===== config.mk =====
export PLATFORM = sky130hd
export DESIGN_NAME = scan_rollback_ctrl
export DESIGN_NICKNAME = d
export VERILOG_FILES = /design/src/rtl/scp_pkg.sv /design/src/rtl/scp_cmp.sv /design/src/rtl/scp_ckpt_mem.sv /design/src/rtl/scp_scan_route.sv /design/src/rtl/scp_ctrl.sv /design/src/rtl/scan_rollback_ctrl.sv
export SDC_FILE = /design/constraint.sdc
export NUM_CORES = 1
export LEC_CHECK = 0
export ABC_AREA = 1
export BUFFER_PORTS_ARGS = -buffer_cell sky130_fd_sc_hd__buf_2
export CAP_MARGIN = 30
export CELL_PAD_IN_SITES_DETAIL_PLACEMENT = 0
export CELL_PAD_IN_SITES_GLOBAL_PLACEMENT = 1
export CORE_MARGIN = 4
export CORE_UTILIZATION = 49
export DETAILED_ROUTE_END_ITERATION = 12
export PLACE_DENSITY_LB_ADDON = 0.1
export SLEW_MARGIN = 10
export SYNTH_ARGS = -nofsm -noshare
export SYNTH_HDL_FRONTEND = slang
export SYNTH_HIERARCHICAL = 1
export SYNTH_SLANG_ARGS = --single-unit

===== constraint.sdc =====
create_clock -name clk -period 2.6 [get_ports clk]
set_clock_uncertainty 0.1 [all_clocks]
set_input_delay 0.26 -clock clk [delete_from_list [all_inputs] [get_ports clk]]
set_output_delay 0.26 -clock clk [all_outputs]
set_load 0.02 [all_outputs]

===== src/rtl/scp_pkg.sv =====
package scp_pkg;
  typedef enum logic [1:0] {
    ST_RUN     = 2'd0,
    ST_CAPTURE = 2'd1,
    ST_RESTORE = 2'd2,
    ST_HALT    = 2'd3
  } scp_state_e;
endpackage


===== src/rtl/scp_cmp.sv =====
module scp_cmp #(
  parameter int OUT_W = 32
) (
  input  logic [OUT_W-1:0] a,
  input  logic [OUT_W-1:0] b,
  output logic             differ
);
  logic [OUT_W-1:0] lane_diff;

  for (genvar i = 0; i < OUT_W; i++) begin : g_lane
    assign lane_diff[i] = a[i] ^ b[i];
  end

  assign differ = |lane_diff;
endmodule


===== src/rtl/scp_ckpt_mem.sv =====
module scp_ckpt_mem #(
  parameter int DEPTH = 256,
  localparam int A_W  = $clog2(DEPTH),
  localparam int M_AW = $clog2(2 * DEPTH)
) (
  input  logic           clk,
  input  logic           we,
  input  logic           wbank,
  input  logic [A_W-1:0] waddr,
  input  logic           wdata,
  input  logic           rbank,
  input  logic [A_W-1:0] raddr,
  output logic           rdata
);
  localparam logic [M_AW-1:0] BANK_OFS = M_AW'(DEPTH);

  logic            store [2*DEPTH];
  logic [M_AW-1:0] w_full;
  logic [M_AW-1:0] r_full;

  assign w_full = (wbank ? BANK_OFS : '0) + M_AW'(waddr);
  assign r_full = (rbank ? BANK_OFS : '0) + M_AW'(raddr);

  always_ff @(posedge clk) begin
    if (we) store[w_full] <= wdata;
    rdata <= store[r_full];
  end
endmodule


===== src/rtl/scp_scan_route.sv =====
module scp_scan_route
  import scp_pkg::*;
(
  input  scp_state_e st,
  input  logic [1:0] chain_so,
  input  logic       rd_bit,
  output logic [1:0] chain_si
);
  for (genvar u = 0; u < 2; u++) begin : g_unit
    assign chain_si[u] = (st == ST_CAPTURE) ? chain_so[u] :
                         (st == ST_RESTORE) ? rd_bit : 1'b0;
  end
endmodule


===== src/rtl/scp_ctrl.sv =====
module scp_ctrl
  import scp_pkg::*;
#(
  parameter int CHAIN_LEN     = 256,
  parameter int CKPT_INTERVAL = 4096,
  parameter int PERM_WINDOW   = 1024,
  parameter int CNT_W         = 8,
  localparam int A_W          = $clog2(CHAIN_LEN)
) (
  input  logic             clk,
  input  logic             rst,
  input  logic             mismatch,
  output scp_state_e       st,
  output logic [CNT_W-1:0] rb_cnt,
  output logic             scan_en,
  output logic             clk_en,
  output logic             mem_we,
  output logic             mem_wbank,
  output logic [A_W-1:0]   mem_waddr,
  output logic             mem_rbank,
  output logic [A_W-1:0]   mem_raddr
);
  localparam int IDX_W = $clog2(CHAIN_LEN + 1);
  localparam int RUN_W = $clog2(CKPT_INTERVAL + 1);
  localparam int WIN_W = $clog2(PERM_WINDOW + 1);
  localparam logic [IDX_W-1:0] CAP_LAST = IDX_W'(CHAIN_LEN - 1);
  localparam logic [IDX_W-1:0] RES_LAST = IDX_W'(CHAIN_LEN);
  localparam logic [RUN_W-1:0] RUN_LAST = RUN_W'(CKPT_INTERVAL - 1);
  localparam logic [WIN_W-1:0] WIN_LOAD = WIN_W'(PERM_WINDOW);
  localparam logic [CNT_W-1:0] CNT_MAX  = '1;

  logic [IDX_W-1:0] idx;
  logic [RUN_W-1:0] run_cnt;
  logic [WIN_W-1:0] win_cnt;
  logic             ckpt_valid;
  logic             good_bank;
  logic             recover_ok;

  assign recover_ok = ckpt_valid && (win_cnt == '0);

  assign clk_en    = (st == ST_RUN);
  assign scan_en   = (st == ST_CAPTURE) || (st == ST_RESTORE && idx != '0);
  assign mem_we    = (st == ST_CAPTURE);
  assign mem_wbank = ~good_bank;
  assign mem_waddr = A_W'(idx);
  assign mem_rbank = good_bank;
  assign mem_raddr = (idx == RES_LAST) ? '0 : A_W'(idx);

  always_ff @(posedge clk) begin
    if (rst) begin
      st         <= ST_RUN;
      idx        <= '0;
      run_cnt    <= '0;
      win_cnt    <= '0;
      ckpt_valid <= 1'b0;
      good_bank  <= 1'b1;
      rb_cnt     <= '0;
    end else begin
      if (win_cnt != '0 && st != ST_HALT) win_cnt <= win_cnt - 1'b1;
      case (st)
        ST_RUN: begin
          if (mismatch) begin
            st  <= recover_ok ? ST_RESTORE : ST_HALT;
            idx <= '0;
          end else if (run_cnt == RUN_LAST) begin
            st      <= ST_CAPTURE;
            idx     <= '0;
            run_cnt <= '0;
          end else begin
            run_cnt <= run_cnt + 1'b1;
          end
        end
        ST_CAPTURE: begin
          if (mismatch) begin
            st  <= recover_ok ? ST_RESTORE : ST_HALT;
            idx <= '0;
          end else if (idx == CAP_LAST) begin
            st         <= ST_RUN;
            idx        <= '0;
            run_cnt    <= '0;
            ckpt_valid <= 1'b1;
            good_bank  <= ~good_bank;
          end else begin
            idx <= idx + 1'b1;
          end
        end
        ST_RESTORE: begin
          if (idx == RES_LAST) begin
            st      <= ST_RUN;
            idx     <= '0;
            run_cnt <= '0;
            win_cnt <= WIN_LOAD;
            if (rb_cnt != CNT_MAX) rb_cnt <= rb_cnt + 1'b1;
          end else begin
            idx <= idx + 1'b1;
          end
        end
        default: st <= ST_HALT;
      endcase
    end
  end


  halt_sticky_chk: assert property (@(posedge clk) disable iff (rst)
    st == ST_HALT |=> st == ST_HALT);


  rb_step_chk: assert property (@(posedge clk) disable iff (rst)
    rb_cnt != $past(rb_cnt) |-> rb_cnt == $past(rb_cnt) + 1'b1);


  restore_needs_ckpt_chk: assert property (@(posedge clk) disable iff (rst)
    st == ST_RESTORE |-> ckpt_valid);


  capture_entry_chk: assert property (@(posedge clk) disable iff (rst)
    (st == ST_CAPTURE && $past(st) != ST_CAPTURE) |->
      ($past(st) == ST_RUN && $past(run_cnt) == RUN_LAST));


  window_halt_chk: assert property (@(posedge clk) disable iff (rst)
    (st == ST_RUN && win_cnt != '0 && mismatch) |=> st == ST_HALT);
endmodule


===== src/rtl/scan_rollback_ctrl.sv =====
module scan_rollback_ctrl
  import scp_pkg::*;
#(
  parameter int CHAIN_LEN     = 256,
  parameter int OUT_W         = 32,
  parameter int CKPT_INTERVAL = 4096,
  parameter int PERM_WINDOW   = 1024,
  parameter int CNT_W         = 8
) (
  input  logic             clk,
  input  logic             rst,
  input  logic [OUT_W-1:0] m_out,
  input  logic [OUT_W-1:0] c_out,
  input  logic             m_scan_out,
  input  logic             c_scan_out,
  output logic             unit_clk_en,
  output logic             scan_en,
  output logic             m_scan_in,
  output logic             c_scan_in,
  output logic [1:0]       state_code,
  output logic [CNT_W-1:0] rollback_cnt,
  output logic             halted
);
  localparam int A_W = $clog2(CHAIN_LEN);

  scp_state_e     st;
  logic           mismatch;
  logic           mem_we, mem_wbank, mem_rbank, rd_bit;
  logic [A_W-1:0] mem_waddr, mem_raddr;
  logic [1:0]     chain_si;

  scp_cmp #(.OUT_W(OUT_W)) u_cmp (
    .a(m_out), .b(c_out), .differ(mismatch)
  );

  scp_ctrl #(
    .CHAIN_LEN(CHAIN_LEN), .CKPT_INTERVAL(CKPT_INTERVAL),
    .PERM_WINDOW(PERM_WINDOW), .CNT_W(CNT_W)
  ) u_ctrl (
    .clk(clk), .rst(rst), .mismatch(mismatch), .st(st),
    .rb_cnt(rollback_cnt), .scan_en(scan_en), .clk_en(unit_clk_en),
    .mem_we(mem_we), .mem_wbank(mem_wbank), .mem_waddr(mem_waddr),
    .mem_rbank(mem_rbank), .mem_raddr(mem_raddr)
  );

  scp_ckpt_mem #(.DEPTH(CHAIN_LEN)) u_mem (
    .clk(clk), .we(mem_we), .wbank(mem_wbank), .waddr(mem_waddr),
    .wdata(m_scan_out), .rbank(mem_rbank), .raddr(mem_raddr), .rdata(rd_bit)
  );

  scp_scan_route u_route (
    .st(st), .chain_so({c_scan_out, m_scan_out}), .rd_bit(rd_bit),
    .chain_si(chain_si)
  );

  assign m_scan_in  = chain_si[0];
  assign c_scan_in  = chain_si[1];
  assign state_code = st;
  assign halted     = (st == ST_HALT);
endmodule


After elaboration in Yosys (flattened, before gate mapping):

Memories as Yosys holds them, arrays and structs flattened. A register that Yosys moved wholly into a read port is not among the register bits.
Index checks and enable logic that the tools add are counted.

* bits in writable memories: 512
* input bits: 68
* bits in registers: 45
* output and inout port bits: 15
* memories kept: 1
* logic and storage cells: 107

* muxes and demuxes: 30
* equality and inequality tests: 14
* reductions and logical operators: 15
* bitwise operators: 34
* $add $sub $neg: 6

Memories
* u_mem.store: words 512, width 1, read ports 1, clocked after Yosys merged registers in 1, write ports 1, RTL line scp_ckpt_mem.sv:17 `logic store [2*DEPTH];`

Operators with widths (number)
* $mux 13: 5
* $mux 9: 7
* $pmux 13 s3: 1
* $mux 11: 3
* $reduce_or 32->1: 1
* $xor 1x1->1: 32
* $pmux 9 s3: 1
* $add 9x8->9: 2
* $add 13x1->13 const B: 1
* $eq 13x12->1 const B: 1
* $logic_not 11->1: 1
* $reduce_bool 11->1: 1
* $sub 11x1->11 const B: 1
* $mux 2: 5
* $add 9x1->9 const B: 1
* $eq 9x8->1 const B: 1
* $eq 9x9->1 const B: 1
* $reduce_and 3->1: 3
* $reduce_bool 9->1: 1
* $add 8x1->8 const B: 1
* $mux 8: 1
* $ne 2x2->1 const B: 4
* $ne 8x8->1 const B: 1
* $mux 1: 6
* other kinds (13): 17

Depth between registers and ports, before layout:

Gate-level depths: netlist of run 1.

* word-level depth: 5
* depth in mapped cells: 23
* mapped depth without buffers: 20

Modules after synthesis:

The synthesis of run 1 kept the hierarchy.

Modules (own cells, without submodules)
* scp_ckpt_mem: sequential area each 15394.8 um2, cells each 2354, instances 1, area an instance 23252.3 um2
* scp_ctrl: sequential area each 900.9 um2, cells each 439, instances 1, area an instance 2857.7 um2
* scp_cmp: sequential area each 0.0 um2, cells each 87, instances 1, area an instance 456.7 um2
* scp_scan_route: sequential area each 0.0 um2, cells each 7, instances 1, area an instance 35.0 um2
* scan_rollback_ctrl: sequential area each 0.0 um2, cells each 2, instances 1, area an instance 7.5 um2

Worst setup path after synthesis of run 1:

No wires, ideal clock.

* path kind: flip-flop to flip-flop
* from: register u_ctrl.idx[0]
* to: register u_mem.rdata, read port of u_mem.store
* clock period less this slack: 2380 ps
* required time: 2388 ps
* stages on the path, launching flop included: 24
* data arrival time: 2168 ps
* setup time: 112 ps
* buffers on the path: 3
* slack: 220 ps
* cells stage by stage: dfxtp_1 -> inv_1 -> ha_1 -> inv_1 -> nor2_4 -> nand3_4 -> inv_1 -> nor2_1 -> buf_6 -> inv_4 -> buf_8 -> buf_4 -> nand2_1 -> nand3_1 -> nand3_1 -> nand3_1 -> nand3_1 -> nand3_1 -> nand2_1 -> nand2_1 -> nand3_1 -> nand2_1 -> nand2_1 -> nand2_1

* longest elaborated chain between the ends: 3

RTL lines
* from (decl): RTL line scp_ctrl.sv:32 `logic [IDX_W-1:0] idx;`
* from (signal assigned): RTL line scp_ctrl.sv:84 `idx <= idx + 1'b1;`
* from (signal assigned): RTL line scp_ctrl.sv:95 `idx <= idx + 1'b1;`
* $eq 9x9->1: RTL line scp_ctrl.sv:47 `assign mem_raddr = (idx == RES_LAST) ? '0 : A_W'(idx);`
* $mux 8 *: RTL line scp_ctrl.sv:47
* via mem_raddr[0]: RTL line scan_rollback_ctrl.sv:29 `logic [A_W-1:0] mem_waddr, mem_raddr;`
* $add 9x8->9 *: RTL line scp_ckpt_mem.sv:22 `assign r_full = (rbank ? BANK_OFS : '0) + M_AW'(raddr);`
* to (decl): RTL line scp_ckpt_mem.sv:13 `output logic rdata`

Mark *: on every way through the listed nets, which the timed path passes. The rest lies on a longest branch.
A chain may end at the register's enable or synchronous reset.

Worst setup path after layout of run 1:

* from: register u_ctrl.idx[1]
* to: register u_mem.rdata, read port of u_mem.store

* longest elaborated chain between the ends: 3

RTL lines (RTL line)
* $eq 9x9->1: scp_ctrl.sv:47
* $mux 8: scp_ctrl.sv:47
* via mem_raddr[0]: scan_rollback_ctrl.sv:29
* $add 9x8->9: scp_ckpt_mem.sv:22

The timed path passes the listed nets, and every way through them passes these cells.

==> impl_results.md, run 1 <==
* Run status: finished, violations left
* CP top delay family: simple AND/OR/NAND/NOR gates
* Final Hold Fails at 0
* Total power at approximately 24 mW
* Layout cells sized above 1 at roughly 16%
* Cells along the critical path: inv_2 > ha_4 > inv_2 > nor2_4 > nand3_4 > inv_4 > nor2_4 > buf_12 > inv_16 > bufbuf_16 > nand2_1 > nand3_1 > nand3_1 > nand3_1 > nand3_2 > nand3_1 > nand2_2 > nand2_2 > nand3_2 > nand2_2 > nand2_1 > nand2_1
* YS warnings at 6
* CTS sink cnt at around 560
* H-tree levels at 2
* Asr flop ratio synth at 0%
* Hold Path Class: flop to flop
* Placeable Area at 53,810 sq um
* Clock Tree Root: clkbuf_16
* Total grt overflow at 0
* Finished Core Util at 58.55%
* CP Capture Type: flop
* Min Tclk post-route at 2.645 ns
* Chip width at between 200 and 250 microns
* Synth Area in Simple Gates at 30.24%
* Maxcap violations at 0
* Antenna-violating nets left at 0
* Worst path most repeated cell: nand3_1
* Avg Inst Size Synth at roughly 9.2 sq um
* Worst path slowest cell: dfxtp_2
* Power density cells at approximately 770 nW/um^2
* Worst Path Buf+Inv at 6
* Die area at about 58,000 sq um
* Clock latency on the worst-skew pair at 0.63 ns
* I/O Pins at just over 80
* Chip height at ~240 microns
* Via count at roughly 21,000
* CP Max Fanout at 9
* WS Path Type: flop to flop
* Setup WS post-layout at -0.04489 ns
* Synth-to-Final Area Change at 18.40%
* Post-Route WL at between 70,000 and 80,000 microns
* Most frequent cells in the layout: 716 x nand2_1, 580 x nor2_1, 512 x edfxtp_1
* Post-Synth XOR/XNOR Area at 1.218%
* Layout Nets at 3,112
* Unrepaired setup endpoints after global routing: yes
* Filler cells at between 4,000 and 5,000
* Antenna diodes at 0
* Commonest non-fill, non-tap cell in the layout: nand2_1
* Synth Register Bits at ~560
* Failing checks: setup timing
* Met2 Routed Length at ~37,000 microns
* Mux share of post-synthesis cell area at 0%
* Initial Util at approximately 49%
* Post-synthesis cell type count at 36
* Compound-gate portion of the synthesized area at 0.9451%
* Tightest Pin Transition at 0.7915 ns
* Largest family of logic cells by synthesized area: simple AND/OR/NAND/NOR gates
* Reg area at around 16,000 sq um
* DR iter-0 viols at approximately 2,300
* Tcrit/Tclk final at 101.7%
* Met1 wire length at 33,760 microns
* DPL Wire Length at around 45,000 microns
* Vias in the first global route at 20,120
* Post-synthesis sequential area ratio at between 60% and 70%
* Worst-case clock buffer depth at 3
* Number of port buffers at a little over 80
* # DRC at 0
* TritonCTS clock tree: yes
* Syn Nets at between 2,000 and 3,000
* Adder-cell area share of the yosys netlist at less than 1%
* Post-synthesis cell count at approximately 2,900
* Critical Path AT at approximately 3 ns
* Slew Limit Headroom at 47.24%
* DR WL met3 at roughly 6200 microns
* GP Congestion at about 0.84
* Synth Flop Type: edfxtp_1
* Initial antenna violation count at 0
* Row cnt at 85
* Hold slack at 0.3628 ns
* Req. time, crit path at roughly 3.0 ns
* Final setup fails at 1
* First-pass GRT wire length at about 120,000 microns
* Largest net degree at the start of global routing at around 110
* Cts bufs inserted at 60
* Cell area after synthesis at 26,610 sq um
* Footprint of the multi-input gates at a little over 9000 sq um
* Total GRT Usage at a little over a quarter
* Pins Over Slew Limit at 0
* Slowest stage delay, CP at approximately 0.34 ns
* Leakage at between 10 and 15 nW
* EDFF count, synth at roughly 510
* Post-DR vias/cell at roughly 5.7
* Startpoint types: flop
* Drt pass-1 iters at 6
* Worst-path clk slew at 0.06 ns
* Peak supply drop at around 670 uV
* Top sig layer: met4
* Wirelength per Cell at ~21 microns
* Achievable Freq at ~380 MHz
[synth_stat cells (3+ instances only)]
library cell | number | area [sq um]
nand3b_1 | 3 | 22.52
nor2_2 | 3 | 18.77
ha_1 | 12 | 150.1
o21ai_0 | 15 | 75.07
dfxtp_1 | 46 | 920.9
buf_6 | 26 | 292.8
edfxtp_1 | 512 | 15370
inv_2 | 7 | 26.28
buf_4 | 13 | 97.59
a21oi_1 | 25 | 125.1
buf_2 | 62 | 310.3
nand2_2 | 9 | 56.30
nand2_1 | 739 | 2774
nand4_1 | 9 | 56.30
nor3_1 | 18 | 90.09
nor2_1 | 583 | 2188
clkbuf_1 | 78 | 292.8
buf_1 | 28 | 105.1
xnor2_1 | 31 | 271.5
xor2_1 | 6 | 52.55
inv_1 | 101 | 379.1
nand3_1 | 545 | 2728
[routing by layer]
metal | GRT usage [%] | vias up
li1 | - | 9913
met1 | 38.35 | 10440
met2 | 43.85 | 849
met3 | 3.828 | 148
met4 | 7.946 | 0
met5 | 0 | -
[worst reg2reg max path: stages, from the launching register on]
cell	delay, ns
dfxtp_2	0.34
inv_2	0.05
ha_4	0.15
inv_2	0.06
nor2_4	0.04
nand3_4	0.08
inv_4	0.05
nor2_4	0.11
buf_12	0.18
inv_16	0.08
bufbuf_16	0.30
nand2_1	0.06
nand3_1	0.09
nand3_1	0.10
nand3_1	0.10
nand3_2	0.11
nand3_1	0.09
nand2_2	0.13
nand2_2	0.06
nand3_2	0.07
nand2_2	0.08
nand2_1	0.06
nand2_1	0.05
[cell families (layout without fill, tap and decap cells)]
family / Yosys count / in the layout
and+or+nand+nor: 1919 / 1919
DFF: 558 / 558
xor gates and xnor gates: 37 / 37
buffers and inverters: 318 / 512
adders and majority gates: 12 / 12
AOI/OAI and AO/OA: 45 / 45
[power breakdown]
group	total (mW)	internal (mW)	switching [mW]
sequential	10.0	9.91	0.131
clock	7.91	4.39	3.52
combinational	6.33	2.55	3.77
[sequential cells by signal (all words and copies together), names as in the netlist]
register and count:
u_ctrl/rb_cnt 8, u_mem/store 512, u_ctrl/win_cnt 11, u_ctrl/st 2
u_ctrl/ckpt_valid 1, u_ctrl/idx 9, u_mem/rdata 1, u_ctrl/mem_rbank 1
u_ctrl/run_cnt 13
[path summary, 6_finish.rpt]
| check | start | slack (ns) | depth (start not counted) | endpoint |
|---|---|---|---|---|
| hold reg to reg | u_ctrl/ckpt_valid | 0.36 | 2 | u_ctrl/ckpt_valid |
| setup reg to reg | u_ctrl/idx[1] | -0.04 | 22 | u_mem/rdata |
| setup / recovery | u_ctrl/idx[1] | -0.04 | 22 | u_mem/rdata |
| hold / removal | u_ctrl/ckpt_valid | 0.36 | 2 | u_ctrl/ckpt_valid |
[per-stage QoR]
| step | setup TNS, ns | instances | setup WS (ns) | area (sq um) |
|---|---|---|---|---|
| finish | -0.04489 | 3779 | -0.04489 | 31510 |
| global route | -0.4099 | 3779 | -0.2185 | 31510 |
| CTS | -0.05681 | 3776 | -0.05681 | 31220 |
| detailed placement | -0.4694 | 3645 | -0.3791 | 28820 |
| global placement | -0.6133 | 3645 | -0.3982 | 28820 |
| floorplan | 0 | 2889 | 0.2200 | 26610 |
[final cells by class]
class	count	area share, %
Clock buffer	80	5.071
Clock inverter	33	0.5877
Inverter	109	1.366
Multi-Input combinational cell	2013	29.16
Sequential cell	558	51.75
Tap cell	696	2.764
Timing Repair Buffer	289	9.281
Timing Repair inverter	1	0.02780
[repair_timing]
item | CTS | global route
pin swaps | 26 | 39
endpoints found under the setup margin | 9 | 19
gates cloned | 10 | 2
resized for setup | 59 | 51
endpoints found under the hold margin | 68 | 0
hold buffers | 2 | 0
setup buffers | 6 | 1
(Power assumes the default switching activity.)
==> run 2, diff against run 1 <==
--- a/config.mk
+++ b/config.mk
@@ -8,12 +8,11 @@
 export ABC_AREA = 1
 export BUFFER_PORTS_ARGS = -buffer_cell sky130_fd_sc_hd__buf_2
 export CAP_MARGIN = 30
-export CELL_PAD_IN_SITES_DETAIL_PLACEMENT = 0
-export CELL_PAD_IN_SITES_GLOBAL_PLACEMENT = 1
 export CORE_MARGIN = 4
-export CORE_UTILIZATION = 49
+export CORE_UTILIZATION = 55
+export CTS_BUF_LIST = sky130_fd_sc_hd__clkbuf_8
 export DETAILED_ROUTE_END_ITERATION = 12
-export PLACE_DENSITY_LB_ADDON = 0.1
+export PLACE_DENSITY = 0.72
 export SLEW_MARGIN = 10
 export SYNTH_ARGS = -nofsm -noshare
 export SYNTH_HDL_FRONTEND = slang
==> run 2 against run 1 <==
Hold slack improved by 0.0016 ns. Sequential power barely moved. Global-route usage rose by 0.71 points. Utilization rose by 6.4 points. Non-clock buffer count fell by 18. Fmax fell by 1.4%. Count of clock-buffer cells in the layout rose by 13. Setup slack got worse by 0.038 ns. The run still ends with setup timing left. Largest cell class unchanged. Sequential share of layout area rose by 0.83 points. Combinational power fell by 9.3%. Design area fell by 1.6%. Highest routed layer unchanged. Flip-flop and latch count did not move.
==> impl_results.md, run 2 (synthesis gave the netlist of run 1 again) <==
* Die area at 51,960 sq um (-11%)
* Antenna diodes at 0 (unchanged)
* WS Path Type: flop to flop
* Slew Limit Headroom at 34.43% (-13 points)
* Row cnt at 80 (-5.9%)
* Final setup fails at 1 (unchanged)
* Sequential Power Share at 43.6% (+2.2 points)
* Maxcap violations at 0 (unchanged)
* Synth-to-Final Area Change at 16.52%
* Worst path slowest cell: dfxtp_2
* Unrepaired setup endpoints after global routing: yes
* Min-delay src: u_ctrl/ckpt_valid
* I/O Pins at 83 (unchanged)
* Clock Tree Root: clkbuf_8
* Clock network power share at 31.5% (-1.1 points)
* Sink of the worst hold path: u_ctrl/ckpt_valid
* Net switching power at 7.198 mW (-3.1%)
* TritonCTS clock tree: yes
* Critical Path AT at 3.15 ns (+0.09 ns)
* Achievable Freq at 372.8 MHz (-1.4%)
* Worst R2R Setup Slack at -0.08 ns (-0.04 ns)
* Flip-flop count of the largest register after layout at 512 (unchanged)
* Tightest Pin Transition at 0.9822 ns (+0.1907 ns)
* Largest net degree at the start of global routing at 104 (-6.3%)
* Biggest regs: u_mem/store (512), u_ctrl/run_cnt (13), u_ctrl/win_cnt (11)
* Slowest stage delay, CP at 0.34 ns (about the same)
* Final Hold Fails at 0 (unchanged)
* R2r worst-path depth at 23 (+4.5%)
* Tcrit/Tclk final at 103.2% (+1.5 points)
* Filler cells at 3,645 (-24%)
* Reg area at 16,300 sq um (about the same)
* Most frequent cells in the layout: 719 x nand2_1, 580 x nor2_1, 512 x edfxtp_1
* DR iter-0 viols at 2,698 (+18%)
* Post-DR vias/cell at 5.812 (+2.9%)
* Drt pass-1 iters at 6 (unchanged)
* Worst Path Buf+Inv at 8 (+2)
* Wirelength per Cell at 19.96 microns (-5.0%)
* CTS sink cnt at 558 (unchanged)
* First-pass GRT wire length at 114,300 microns (-4.7%)
* Initial Util at 55.73% (+6.3 points)
* Hold path depth at 2 (unchanged)
* Pre-CTS setup slack at -0.3330 ns (+0.04603 ns)
* CP Max Fanout at 10 (+1)
* Post-route cell area at 31,010 sq um (-1.6%)
* Hold Path Class: flop to flop
* Number of port buffers at 82 (unchanged)
* Leakage at 11.30 nW (-0.90%)
* Biggest register: u_mem/store
* Layout cells sized above 1 at 16.12% (-0.13 points)
* Run status: finished, violations left
* # DRC at 0 (unchanged)
* Worst path most repeated cell: nand3_1
* Peak supply drop at 689.6 uV (+2.8%)
* Total GRT Usage at 27.73% (+0.71 points)
* Startpoint types: flop
* Layout Nets at 3,122 (+0.32%)
* Placeable Area at 47,750 sq um (-11%)
* Power density cells at 743.2 nW/um^2 (-3.6%)
* H-tree levels at 3 (+1)
* Via count at 21,630 (+1.3%)
* Chip width at 228.0 microns (-5.4%)
* CP Capture Type: flop
* Critical R2R Capture: u_mem/rdata
* Clock latency on the worst-skew pair at 0.67 ns (+0.04 ns)
* Comb power frac at 24.9% (-1.1 points)
* Chip height at 228.0 microns (-5.4%)
* Sw frac at 31.24% (+0.66 points)
* Antenna-violating nets left at 0 (unchanged)
* Total grt overflow at 0 (unchanged)
* Worst r2r src: u_ctrl/idx[0]
* Cts bufs inserted at 89 (+48%)
* Cells along the critical path: inv_2 > ha_4 > inv_2 > nor2_4 > nand3_4 > inv_4 > buf_4 > nor2_4 > buf_6 > buf_12 > buf_12 > clkbuf_16 > nand3_1 > nand3_1 > nand3_2 > nand3_1 > nand3_2 > nand2_4 > nand2_2 > nand3_1 > nand2_2 > nand2_1 > nand2_1
* Worst-case clock buffer depth at 3 (unchanged)
* Worst-path clk slew at 0.06 ns (about the same)
* Setup WS post-layout at -0.08272 ns (-0.03783 ns)
* Req. time, crit path at 3.07 ns (+0.05 ns)
* Placed cell area at 28,430 sq um (-1.4%)
* Commonest non-fill, non-tap cell in the layout: nand2_1
* Footprint of the multi-input gates at 9149 sq um (-0.41%)
* Vias in the first global route at 20,960 (+4.1%)
* GP Congestion at 0.8457 (+0.81%)
* DPL Wire Length at 40,250 microns (-11%)
* Post-Route WL at 74,300 microns (-6.4%)
* Initial antenna violation count at 0 (unchanged)
* Failing checks: setup timing
* Pins Over Slew Limit at 0 (unchanged)
* Min Tclk post-route at 2.683 ns (+0.03783 ns)
* Int Pwr at 15.85 mW (-6.0%)
* CP top delay family: simple AND/OR/NAND/NOR gates
run 2: cell type report:
class | instances | share of cell area (%)
clock buffers | 93 | 4.128
clock inverters | 63 | 1.283
inverters | 109 | 1.420
multi-input cells | 2013 | 29.51
flip-flops and latches | 558 | 52.57
well taps | 615 | 2.482
repair buffers | 271 | 8.607
run 2: what timing repair did:
| item | 4_1_cts | 5_1_grt |
|---|---|---|
| setup endpoints to repair | 3 | 12 |
| gates cloned | 7 | 2 |
| hold endpoints to repair | 79 | 0 |
| pin swaps | 42 | 24 |
| hold buffers | 2 | 0 |
| resized for setup | 77 | 34 |
| buffers inserted | 20 | 5 |
run 2: stage by stage:
| stage | std cells | total power [mW] | hold WS (ns) | setup TNS (ns) | util [%] |
|---|---|---|---|---|---|
| finish | 3722 | 23.04 | 0.3644 | -0.08272 | 64.94 |
| global route | 3722 | 24.09 | 0.4048 | -0.1940 | 64.94 |
| CTS | 3718 | 22.87 | 0.3303 | -0.01292 | 64.55 |
| detailed placement | 3533 | 15.36 | 0.3495 | -0.3330 | 59.55 |
| global placement | 3533 | 15.25 | 0.3456 | -0.3525 | 59.55 |
| floorplan | 2889 | 13.80 | 0.2291 | 0 | - |
run 2: routing by layer:
metal / up-vias / track usage (%) / routed length (microns)
met5: - / 0 / 0
met4: 0 / 13.13 / 3149
met3: 227 / 4.878 / 7857
met2: 1289 / 45.35 / 35290
met1: 10210 / 36.35 / 28000
li1: 9910 / - / -
run 2: how the worst max path moves through the flow:
| stage | start | end | depth (start not counted) |
|---|---|---|---|
| 2_1_floorplan | u_ctrl/idx[0] | u_mem/rdata | 23 |
| 3_3_place_gp | u_ctrl/idx[0] | u_mem/rdata | 21 |
| 3_5_place_dp | u_ctrl/idx[0] | u_mem/rdata | 23 |
| 4_1_cts | u_ctrl/idx[1] | u_mem/rdata | 24 |
| 5_1_grt | u_ctrl/idx[0] | u_mem/rdata | 23 |
| 6_report | u_ctrl/idx[0] | u_mem/rdata | 23 |
run 2: power by group through the flow:
stage	sequential (mW)	clock, mW	combinational [mW]
CTS	10.0	7.32	5.50
detailed placement	10.2	0	5.13
global route	10.1	7.77	6.25
floorplan	10.2	0	3.58
global placement	10.2	0	5.02
finish	10.0	7.25	5.74
run 2: worst reg2reg max path, stage by stage (launching register included):
cell and delay (ns):
dfxtp_2 0.34, inv_2 0.05, ha_4 0.15, inv_2 0.06, nor2_4 0.04, nand3_4 0.08
inv_4 0.04, buf_4 0.13, nor2_4 0.13, buf_6 0.12, buf_12 0.14, buf_12 0.12
clkbuf_16 0.15, nand3_1 0.08, nand3_1 0.11, nand3_2 0.11, nand3_1 0.11, nand3_2 0.09
nand2_4 0.10, nand2_2 0.06, nand3_1 0.12, nand2_2 0.06, nand2_1 0.05, nand2_1 0.05
